--- src/rtl/lightload_pkg.sv ---
package lightload_pkg;

    typedef enum logic {
        PWR_RUN   = 1'b0,
        PWR_SLEEP = 1'b1
    } pwr_state_e;

    // 100*on > pct*per, evaluated without a divider
    function automatic logic duty_exceeds(input int unsigned on_t,
                                          input int unsigned per_t,
                                          input int unsigned pct);
        return (on_t * 32'd100) > (per_t * pct);
    endfunction

    // 100*on < pct*per
    function automatic logic duty_under(input int unsigned on_t,
                                        input int unsigned per_t,
                                        input int unsigned pct);
        return (on_t * 32'd100) < (per_t * pct);
    endfunction

endpackage

--- src/rtl/lightload_meter.sv ---
module lightload_meter #(
    parameter int unsigned CNT_W = 12
) (
    input  logic             clk,
    input  logic             rst,
    input  logic             ck_in,
    output logic             rise,
    output logic             timeout,
    output logic [CNT_W-1:0] on_cnt,
    output logic [CNT_W-1:0] per_cnt
);
    localparam logic [CNT_W-1:0] CNT_MAX = '1;
    localparam logic [CNT_W-1:0] CNT_ONE = CNT_W'(1);

    logic             ck_d;
    logic [CNT_W-1:0] on_q;
    logic [CNT_W-1:0] per_q;

    assign rise    = ck_in & ~ck_d;
    assign timeout = (per_q == CNT_MAX) & ~rise;
    assign on_cnt  = on_q;
    assign per_cnt = per_q;

    always_ff @(posedge clk) begin
        if (rst) begin
            ck_d  <= 1'b0;
            on_q  <= '0;
            per_q <= '0;
        end else begin
            ck_d <= ck_in;
            if (rise) begin
                // the rising tick is the first tick of the new period and is high
                on_q  <= CNT_ONE;
                per_q <= CNT_ONE;
            end else begin
                if (per_q != CNT_MAX) per_q <= per_q + CNT_ONE;
                if (ck_in && on_q != CNT_MAX) on_q <= on_q + CNT_ONE;
            end
        end
    end

    // high-tick count never exceeds the period count
    p_on_within_per_r2: assert property (@(posedge clk) disable iff (rst)
        on_q <= per_q);

    // a rising edge always restarts the period measurement
    p_restart_r5: assert property (@(posedge clk) disable iff (rst)
        rise |=> (per_q == CNT_ONE) && (on_q == CNT_ONE));

endmodule

--- src/rtl/lightload_judge.sv ---
module lightload_judge
    import lightload_pkg::*;
#(
    parameter int unsigned CNT_W     = 12,
    parameter int unsigned SLEEP_PCT = 14,
    parameter int unsigned WAKE_PCT  = 18
) (
    input  logic             clk,
    input  logic             rst,
    input  logic             rise,
    input  logic             timeout,
    input  logic [CNT_W-1:0] on_cnt,
    input  logic [CNT_W-1:0] per_cnt,
    output logic             sleep_q
);
    pwr_state_e st_q;
    logic       armed_q;
    logic       go_run;
    logic       go_sleep;

    assign go_run   = duty_exceeds(32'(on_cnt), 32'(per_cnt), WAKE_PCT);
    assign go_sleep = duty_under(32'(on_cnt), 32'(per_cnt), SLEEP_PCT);
    assign sleep_q  = (st_q == PWR_SLEEP);

    always_ff @(posedge clk) begin
        if (rst) begin
            st_q    <= PWR_SLEEP;
            armed_q <= 1'b0;
        end else if (timeout) begin
            st_q    <= PWR_SLEEP;
            armed_q <= 1'b0;
        end else if (rise) begin
            armed_q <= 1'b1;
            if (armed_q) begin
                if (go_run)        st_q <= PWR_RUN;
                else if (go_sleep) st_q <= PWR_SLEEP;
            end
        end
    end

    // waking happens only at a rising edge with a valid measurement
    p_wake_at_edge_r2: assert property (@(posedge clk) disable iff (rst)
        $fell(sleep_q) |-> $past(rise && armed_q));

    // entering sleep needs an edge decision or a timeout
    p_sleep_cause_r3: assert property (@(posedge clk) disable iff (rst)
        $rose(sleep_q) |-> $past(rise || timeout));

    // a saturated period forces shutdown
    p_timeout_sleep_r6: assert property (@(posedge clk) disable iff (rst)
        timeout |=> sleep_q);

    // no change between edges
    p_hold_between_r9: assert property (@(posedge clk) disable iff (rst)
        (!rise && !timeout) |=> $stable(sleep_q));

endmodule

--- src/rtl/lightload_guard.sv ---
module lightload_guard #(
    parameter int unsigned CNT_W     = 12,
    parameter int unsigned SLEEP_PCT = 14,
    parameter int unsigned WAKE_PCT  = 18
) (
    input  logic clk,
    input  logic rst,
    input  logic ck_in,
    input  logic bypass,
    output logic gate_en,
    output logic sleep
);
    logic             rise;
    logic             timeout;
    logic [CNT_W-1:0] on_cnt;
    logic [CNT_W-1:0] per_cnt;
    logic             sleep_q;

    lightload_meter #(.CNT_W(CNT_W)) u_meter (
        .clk     (clk),
        .rst     (rst),
        .ck_in   (ck_in),
        .rise    (rise),
        .timeout (timeout),
        .on_cnt  (on_cnt),
        .per_cnt (per_cnt)
    );

    lightload_judge #(
        .CNT_W     (CNT_W),
        .SLEEP_PCT (SLEEP_PCT),
        .WAKE_PCT  (WAKE_PCT)
    ) u_judge (
        .clk     (clk),
        .rst     (rst),
        .rise    (rise),
        .timeout (timeout),
        .on_cnt  (on_cnt),
        .per_cnt (per_cnt),
        .sleep_q (sleep_q)
    );

    assign sleep   = sleep_q & ~bypass;
    assign gate_en = ~sleep_q | bypass;

    // leaving reset lands in shutdown
    p_reset_state_r1: assert property (@(posedge clk) disable iff (rst)
        ($past(rst) && !bypass) |-> (sleep && !gate_en));

    // outputs never both active or both idle
    p_outputs_differ_r8: assert property (@(posedge clk) disable iff (rst)
        gate_en != sleep);

endmodule

--- config.mk ---
export PLATFORM = sky130hd
export DESIGN_NAME = lightload_guard
export DESIGN_NICKNAME = d
export VERILOG_FILES = /design/src/rtl/lightload_pkg.sv /design/src/rtl/lightload_meter.sv /design/src/rtl/lightload_judge.sv /design/src/rtl/lightload_guard.sv
export SDC_FILE = /design/constraint.sdc
export NUM_CORES = 1
export LEC_CHECK = 0
export BUFFER_PORTS_ARGS = -buffer_cell sky130_fd_sc_hd__clkbuf_2
export CAP_MARGIN = 0
export CORE_ASPECT_RATIO = 0.9
export CORE_MARGIN = 2
export CORE_UTILIZATION = 60
export CTS_BUF_LIST = sky130_fd_sc_hd__clkbuf_4 sky130_fd_sc_hd__clkbuf_8
export DETAILED_ROUTE_END_ITERATION = 7
export PLACE_DENSITY = 0.74
export SYNTH_ARGS = -nofsm -noshare
export SYNTH_HDL_FRONTEND = slang
export SYNTH_SLANG_ARGS = --single-unit
--- constraint.sdc ---
create_clock -name clk -period 4.1 [get_ports clk]
set_input_delay 0.82 -clock clk [delete_from_list [all_inputs] [get_ports clk]]
set_output_delay 0.82 -clock clk [all_outputs]
set_load 0.01 [all_outputs]
==> impl_metrics.csv, run 1 <==
group,metric,value,unit
outcome,status,"complete, no violations",
global_route,track_usage,23.8,%
floorplanning,die_height,83.1,µm
global_route,grt_overflow_total,0,
pwr,power_density,124,mW/mm²
final_layout,insertedDiodeCount,0,
synth,synth_top_cell_by_area,"ha_1",
clocking,clk_latency,0.30,ns
synth,synthFlopType,"dfxtp_1",
setup_path,cp_cell_sequence,"ha_1 -> ha_1 -> inv_1 -> fa_1 -> inv_1 -> ha_1 -> o21a_1 -> nor2_2 -> a21oi_2 -> a21oi_1 -> xnor2_1 -> ha_1 -> nand4_1 -> nor4_2 -> a21oi_1 -> o211ai_1 -> o2111a_1",
floorplanning,num_io_pins,6,
clocking,path_clk_slew,0.13,ns
clocking,postCtsHoldBufs,0,
timing,setup_slack,0.0893,ns
placement,place_hpwl,7210,µm
floorplanning,dieArea,0.00764,mm²
floorplanning,core-area,0.00666,mm²
final_layout,drive_gt1_share,10.9,%
synth,synth_edf_count,0,
final_layout,nets,620,
timing,hold_viol_final,0,
placement,io_buffers,5,
floorplanning,initial_core_util,62.7,%
timing,tightest_slew,0.954,ns
timing,drv_slew,0,
pwr,worst_ir_drop_vdd,114,µV
placement,pre_cts_ws,0.139,ns
setup_path,crit_required,4.35,ns
drt,drtAntennaViolNets,0,
synth,yosys_warnings,0,
clocking,cts_buffers,3,
pwr,power,555,µW
placement,placed_cells,570,
timing,skew,0.0243,ns
timing,finalSetupViolations,0,
floorplanning,die_w,91.9,µm
synth,synth_area,0.00417,mm²
drt,drt_iter0_drc,160,
timing,finalCritPeriodShare,97.8,%
floorplanning,rows,28,
global_route,antenna_found_initial,0,
timing,fin_setup_tns,0,ns
synth,ys_types,49,
synth,postSynthAreaPerCell,8.92,µm²
synth,synth_seq_cells,27,
synth,synth_nets,602,
pwr,p_leak,2.42,nW
synth,synthTopCellsByArea,"ha_1 33%, dfxtp_1 13%, fa_1 9.6%, xnor2_1 6.1%, inv_1 4.7%",
drt,route.detailed.drc,0,
global_route,grt_pass1_wl,14900,µm
final_layout,postLayoutCoreUtil,67.4,%
timing,fmax,0.249,GHz
timing,slew_headroom,36.4,%
setup_path,critPathKind,"flip-flop to flip-flop",
setup_path,max_stage_delay,0.50,ns
setup_path,cpMostUsedCell,"ha_1",
clocking,cts_tree,"yes",
placement,place.gp.congestion,0.906,
synth,yosys-top-cells-count,"110 x ha_1, 52 x inv_1, 39 x nor2_1, 29 x xnor2_1, 27 x dfxtp_1",
global_route,grt_max_degree,23,
synth,synthArstFlopShare,0,%
drt,vias,3227,
drt,vias_per_cell,5.61,
clocking,h-tree-depth,1,
drt,firstDrtPassIters,5,
final_layout,areaGrowthSynthToFinish,7.53,%
timing,fin_hold_ws,0.538,ns
final_layout,stdcell_count,575,
synth,synth_most_common_cell,"ha_1",
clocking,clock-sinks,27,
global_route,grt_pass1_vias,3112,
drt,wl,8750,µm
final_layout,final_cell_area,0.00449,mm²
synth,netlist_instances,468,
synth,ys_seq_area_share,13.0,%
setup_path,cp.arrival,4.27,ns
setup_path,startpoint_type,"flip-flop",
timing,fin_crit,4.01,ns
setup_path,cpMaxStageDelayCell,"fa_1",
setup_path,critPathCaptureType,"flip-flop",
drt,wl_per_cell,15.2,µm
setup_path,cp_max_fo,4,
job,maxCapViolations,0,
clocking,cts_root_buf,"clkbuf_8",
synth,yosysTopAreaCellShare,33.0,%
worst_hold_path,worstHoldPathType,"flip-flop to flip-flop",
placement,dpl-instance-area,0.00437,mm²
clocking,clockBufferDepth,2,
==> where the power goes <==
part,switching [mW],internal [mW],total (mW),leakage (nW)
Clock,0.104,0.0718,0.176,0.0261
Sequential,0.00828,0.268,0.276,0.223
Combinational,0.0585,0.0439,0.102,2.17
Total,0.171,0.384,0.555,2.42
==> per-layer routing <==
metal	vias up	share of wire, %	GRT usage [%]
li1	1660	-	-
met1	1489	50	36.9
met2	74	43	35.9
met3	4	5.6	2.99
met4	0	0.62	3.66
met5	-	0	0
==> timing repair <==
action	CTS	global route
endpoints found under the setup margin	0	1
gates resized for setup	0	21
buffers inserted	0	1
==> flip-flops by register name, summed over array words and instances, names as in the netlist <==
register and cells:
u_judge.sleep_q 1, u_meter.on_cnt 12, u_meter.per_cnt 12, u_meter.ck_d 1, u_judge.armed_q 1
==> cell families after synthesis <==
kind of cell / synth area share, %
DFF: 13.0
xor gates and xnor gates: 10.1
adders and majority gates: 42.6
AOI/OAI and AO/OA: 15.1
and+or+nand+nor: 14.1
muxes: 0.240
buffers and inverters: 4.95
==> layout make-up <==
class / count / area [µm²]
multi-input cells: 386 / 3470
fillers: 577 / 2170
flip-flops and latches: 27 / 552
inverters: 53 / 199
well taps: 90 / 113
repair buffers: 15 / 100
clock buffers: 3 / 41.3
clock inverters: 1 / 8.76
==> path summary, 6_finish.rpt <==
check,startpoint,endpoint,slack (ns),cells past startpoint
min reg2reg,u_judge.armed_q,u_judge.armed_q,0.54,2
max,u_meter.on_cnt[5],u_judge.sleep_q,0.09,17
min,u_judge.armed_q,u_judge.armed_q,0.54,2
max reg2reg,u_meter.on_cnt[5],u_judge.sleep_q,0.09,17
==> critical path, delay by kind of cell, from the launching register on <==
| kind | cells | cell delay [ns] |
|---|---|---|
| simple gates | 3 | 0.75 |
| xor+xnor | 1 | 0.13 |
| fa+ha+maj | 5 | 1.75 |
| buf+inv | 2 | 0.09 |
| compound gates | 6 | 0.88 |
| flops | 1 | 0.38 |
==> cell usage in the layout (no fill, tap or decap), types with 2 or more instances in the layout <==
| cell type | count |
|---|---|
| a211oi_1 | 6 |
| a21boi_1 | 2 |
| a21o_1 | 13 |
| a21oi_1 | 22 |
| a21oi_2 | 7 |
| a31oi_1 | 2 |
| and2_1 | 2 |
| and3_1 | 9 |
| buf_4 | 10 |
| clkbuf_2 | 5 |
| clkbuf_8 | 3 |
| dfxtp_1 | 18 |
| dfxtp_2 | 9 |
| fa_1 | 20 |
| ha_1 | 109 |
| inv_1 | 52 |
| nand2_1 | 21 |
| nand2b_1 | 7 |
| nand3_1 | 10 |
| nand4_1 | 4 |
| nand4b_1 | 2 |
| nor2_1 | 38 |
| nor2b_1 | 6 |
| nor2b_4 | 2 |
| nor3_1 | 7 |
| o2111ai_1 | 2 |
| o21a_1 | 8 |
| o21ai_0 | 7 |
| o21ai_1 | 4 |
| o21ai_2 | 2 |
| or2_1 | 2 |
| or2_2 | 2 |
| or3_1 | 2 |
| xnor2_1 | 28 |
| xor2_1 | 19 |
No activity file was read; power rests on OpenSTA's default activity.
==> run 2: changes to the inputs <==
==> constraint.sdc (replaced) <==
create_clock -name clk -period 4.65 [get_ports clk]
set_input_delay 0.93 -clock clk [delete_from_list [all_inputs] [get_ports clk]]
set_output_delay 0.93 -clock clk [all_outputs]
set_load 0.01 [all_outputs]
==> run 2 against run 1 <==
Sequential share of layout area grew 0.080 points. Utilization fell by 1.8 points. Combinational power fell by 14%. Sequential power is 12% lower.
==> impl_metrics.csv, run 2 (synthesis gave the netlist of run 1 again) <==
group,metric,value,unit
outcome,status,"complete, no violations",
drt,drtAntennaViolNets,0,
pwr,power_density,111,mW/mm²
global_route,grt_pass1_wl,14200,µm
setup_path,r2r_cells,17,
final_layout,areaGrowthSynthToFinish,4.65,%
global_route,grt_pass1_vias,2972,
setup_path,startpoint_type,"flip-flop",
pwr,p_int,335,µW
clocking,cts_setup_buffers,0,
timing,fin_hold_ws,0.513,ns
final_layout,layout_common_cells,"110 x ha_1, 52 x inv_1, 39 x nor2_1",
setup_path,critPathCaptureType,"flip-flop",
clocking,cts_buffers,3,
timing,slew_headroom,37.1,%
drt,wl_per_cell,14.5,µm
floorplanning,rows,28,
final_layout,stdcell_count,567,
pwr,worst_ir_drop_vdd,124,µV
timing,hold_viol_final,0,
drt,route.detailed.drc,0,
drt,wl,8250,µm
setup_path,cp_max_fo,5,
setup_path,r2r-start,"u_meter.on_cnt[2]",
floorplanning,die_w,91.9,µm
floorplanning,initial_core_util,62.7,%
setup_path,cp-endpoint,"u_judge.sleep_q",
setup_path,crit_required,4.90,ns
timing,tightest_slew,0.944,ns
clocking,clockBufferDepth,2,
clocking,h-tree-depth,1,
placement,io_buffers,5,
pwr,p_leak,2.36,nW
pwr,pwr-share-comb,18.1,%
clocking,path_clk_slew,0.12,ns
placement,place.gp.congestion,0.889,
setup_path,timing.rr.end,"u_judge.sleep_q",
final_layout,insertedDiodeCount,0,
job,maxCapViolations,0,
global_route,grt_overflow_total,0,
timing,rsz0062_at_grt,"false",
final_layout,nets,612,
drt,vias,3204,
floorplanning,num_io_pins,6,
clocking,cts_tree,"yes",
worst_hold_path,worstHoldPathType,"flip-flop to flip-flop",
drt,vias_per_cell,5.65,
timing,fin_crit,4.09,ns
timing,finalSetupViolations,0,
global_route,antenna_found_initial,0,
placement,place_hpwl,6910,µm
clocking,cts_resized,0,
pwr,seqPwrFrac,50.3,%
placement,pre_cts_ws,0.601,ns
clocking,cts_root_buf,"clkbuf_8",
floorplanning,core-area,0.00666,mm²
timing,skew,0.00968,ns
clocking,clock-sinks,27,
setup_path,rrSetupSlack,0.56,ns
global_route,grt_max_degree,23,
floorplanning,dieArea,0.00764,mm²
setup_path,cp.arrival,4.34,ns
timing,drv_slew,0,
drt,drt_iter0_drc,163,
drt,firstDrtPassIters,4,
setup_path,crit_start,"u_meter.on_cnt[2]",
floorplanning,die_height,83.1,µm
timing,setup_slack,0.559,ns
pwr,p_sw,150,µW
final_layout,drive_gt1_share,5.24,%
timing,fin_setup_tns,0,ns
timing,finalCritPeriodShare,88.0,%
clocking,clk_latency,0.29,ns
setup_path,critPathKind,"flip-flop to flip-flop",
pwr,power,485,µW
final_layout,final_common_cell,"ha_1",
global_route,track_usage,22.7,%
pwr,sw_frac_of_total,31.0,%
placement,placed_cells,563,
clocking,postCtsHoldBufs,0,
pwr,clockPowerShare,31.7,%
timing,fmax,0.244,GHz
run 2: changes by cell type in the layout (fill, tap and decap cells not counted), sizes merged:
cell and change:
buf -8, clkinvlp +1, inv -1
run 2: final cells by class:
type / count / area [µm²]
Multi-Input combinational cell: 386 / 3430
Inverter: 53 / 199
Sequential cell: 27 / 541
Clock buffer: 3 / 41.3
Fill cell: 566 / 2290
Tap cell: 90 / 113
Clock inverter: 1 / 7.51
Timing Repair Buffer: 7 / 40.0
run 2: power by group through the flow:
stage / combinational [mW] / sequential, mW / clock [mW]
3_3_place_gp: 0.0818 / 0.249 / 0
6_report: 0.0876 / 0.244 / 0.154
3_5_place_dp: 0.0854 / 0.249 / 0
4_1_cts: 0.0861 / 0.244 / 0.157
5_1_grt: 0.0984 / 0.245 / 0.165
2_1_floorplan: 0.0614 / 0.246 / 0
run 2: stage by stage:
stage / utilization [%] / cell area, µm²
after floorplan: - / 4170
after global placement: 64.9 / 4320
after detailed placement: 64.9 / 4320
after CTS: 65.6 / 4370
after global routing: 65.6 / 4370
final: 65.6 / 4370
run 2: worst min-delay path by stage:
stage	depth (start not counted)	to	startpoint
6_report	2	u_judge.armed_q	u_judge.armed_q
5_1_grt	2	u_judge.armed_q	u_judge.armed_q
4_1_cts	2	u_judge.armed_q	u_judge.armed_q
3_5_place_dp	2	u_judge.armed_q	u_judge.armed_q
3_3_place_gp	2	u_judge.armed_q	u_judge.armed_q
2_1_floorplan	2	u_judge.armed_q	u_judge.armed_q
run 2: metal layers:
layer | vias up | track usage [%] | wire length, µm
met3 | 2 | 2.45 | 410
met5 | - | 0 | 0
met2 | 50 | 33.5 | 3460
li1 | 1644 | - | -
met1 | 1508 | 36.6 | 4350
met4 | 0 | 2.44 | 29
run 2: critical path: stages, from the launching register on:
cell and delay (ns):
dfxtp_1 0.44, ha_1 0.27, ha_1 0.29, fa_1 0.46, ha_1 0.29, a211oi_1 0.27
nor2_1 0.11, o21ai_1 0.18, a21oi_1 0.15, a21o_1 0.20, a21oi_1 0.18, xnor2_1 0.18
ha_1 0.27, and3_1 0.15, o2111ai_1 0.10, a21oi_1 0.08, o31ai_1 0.24, o2111a_1 0.19
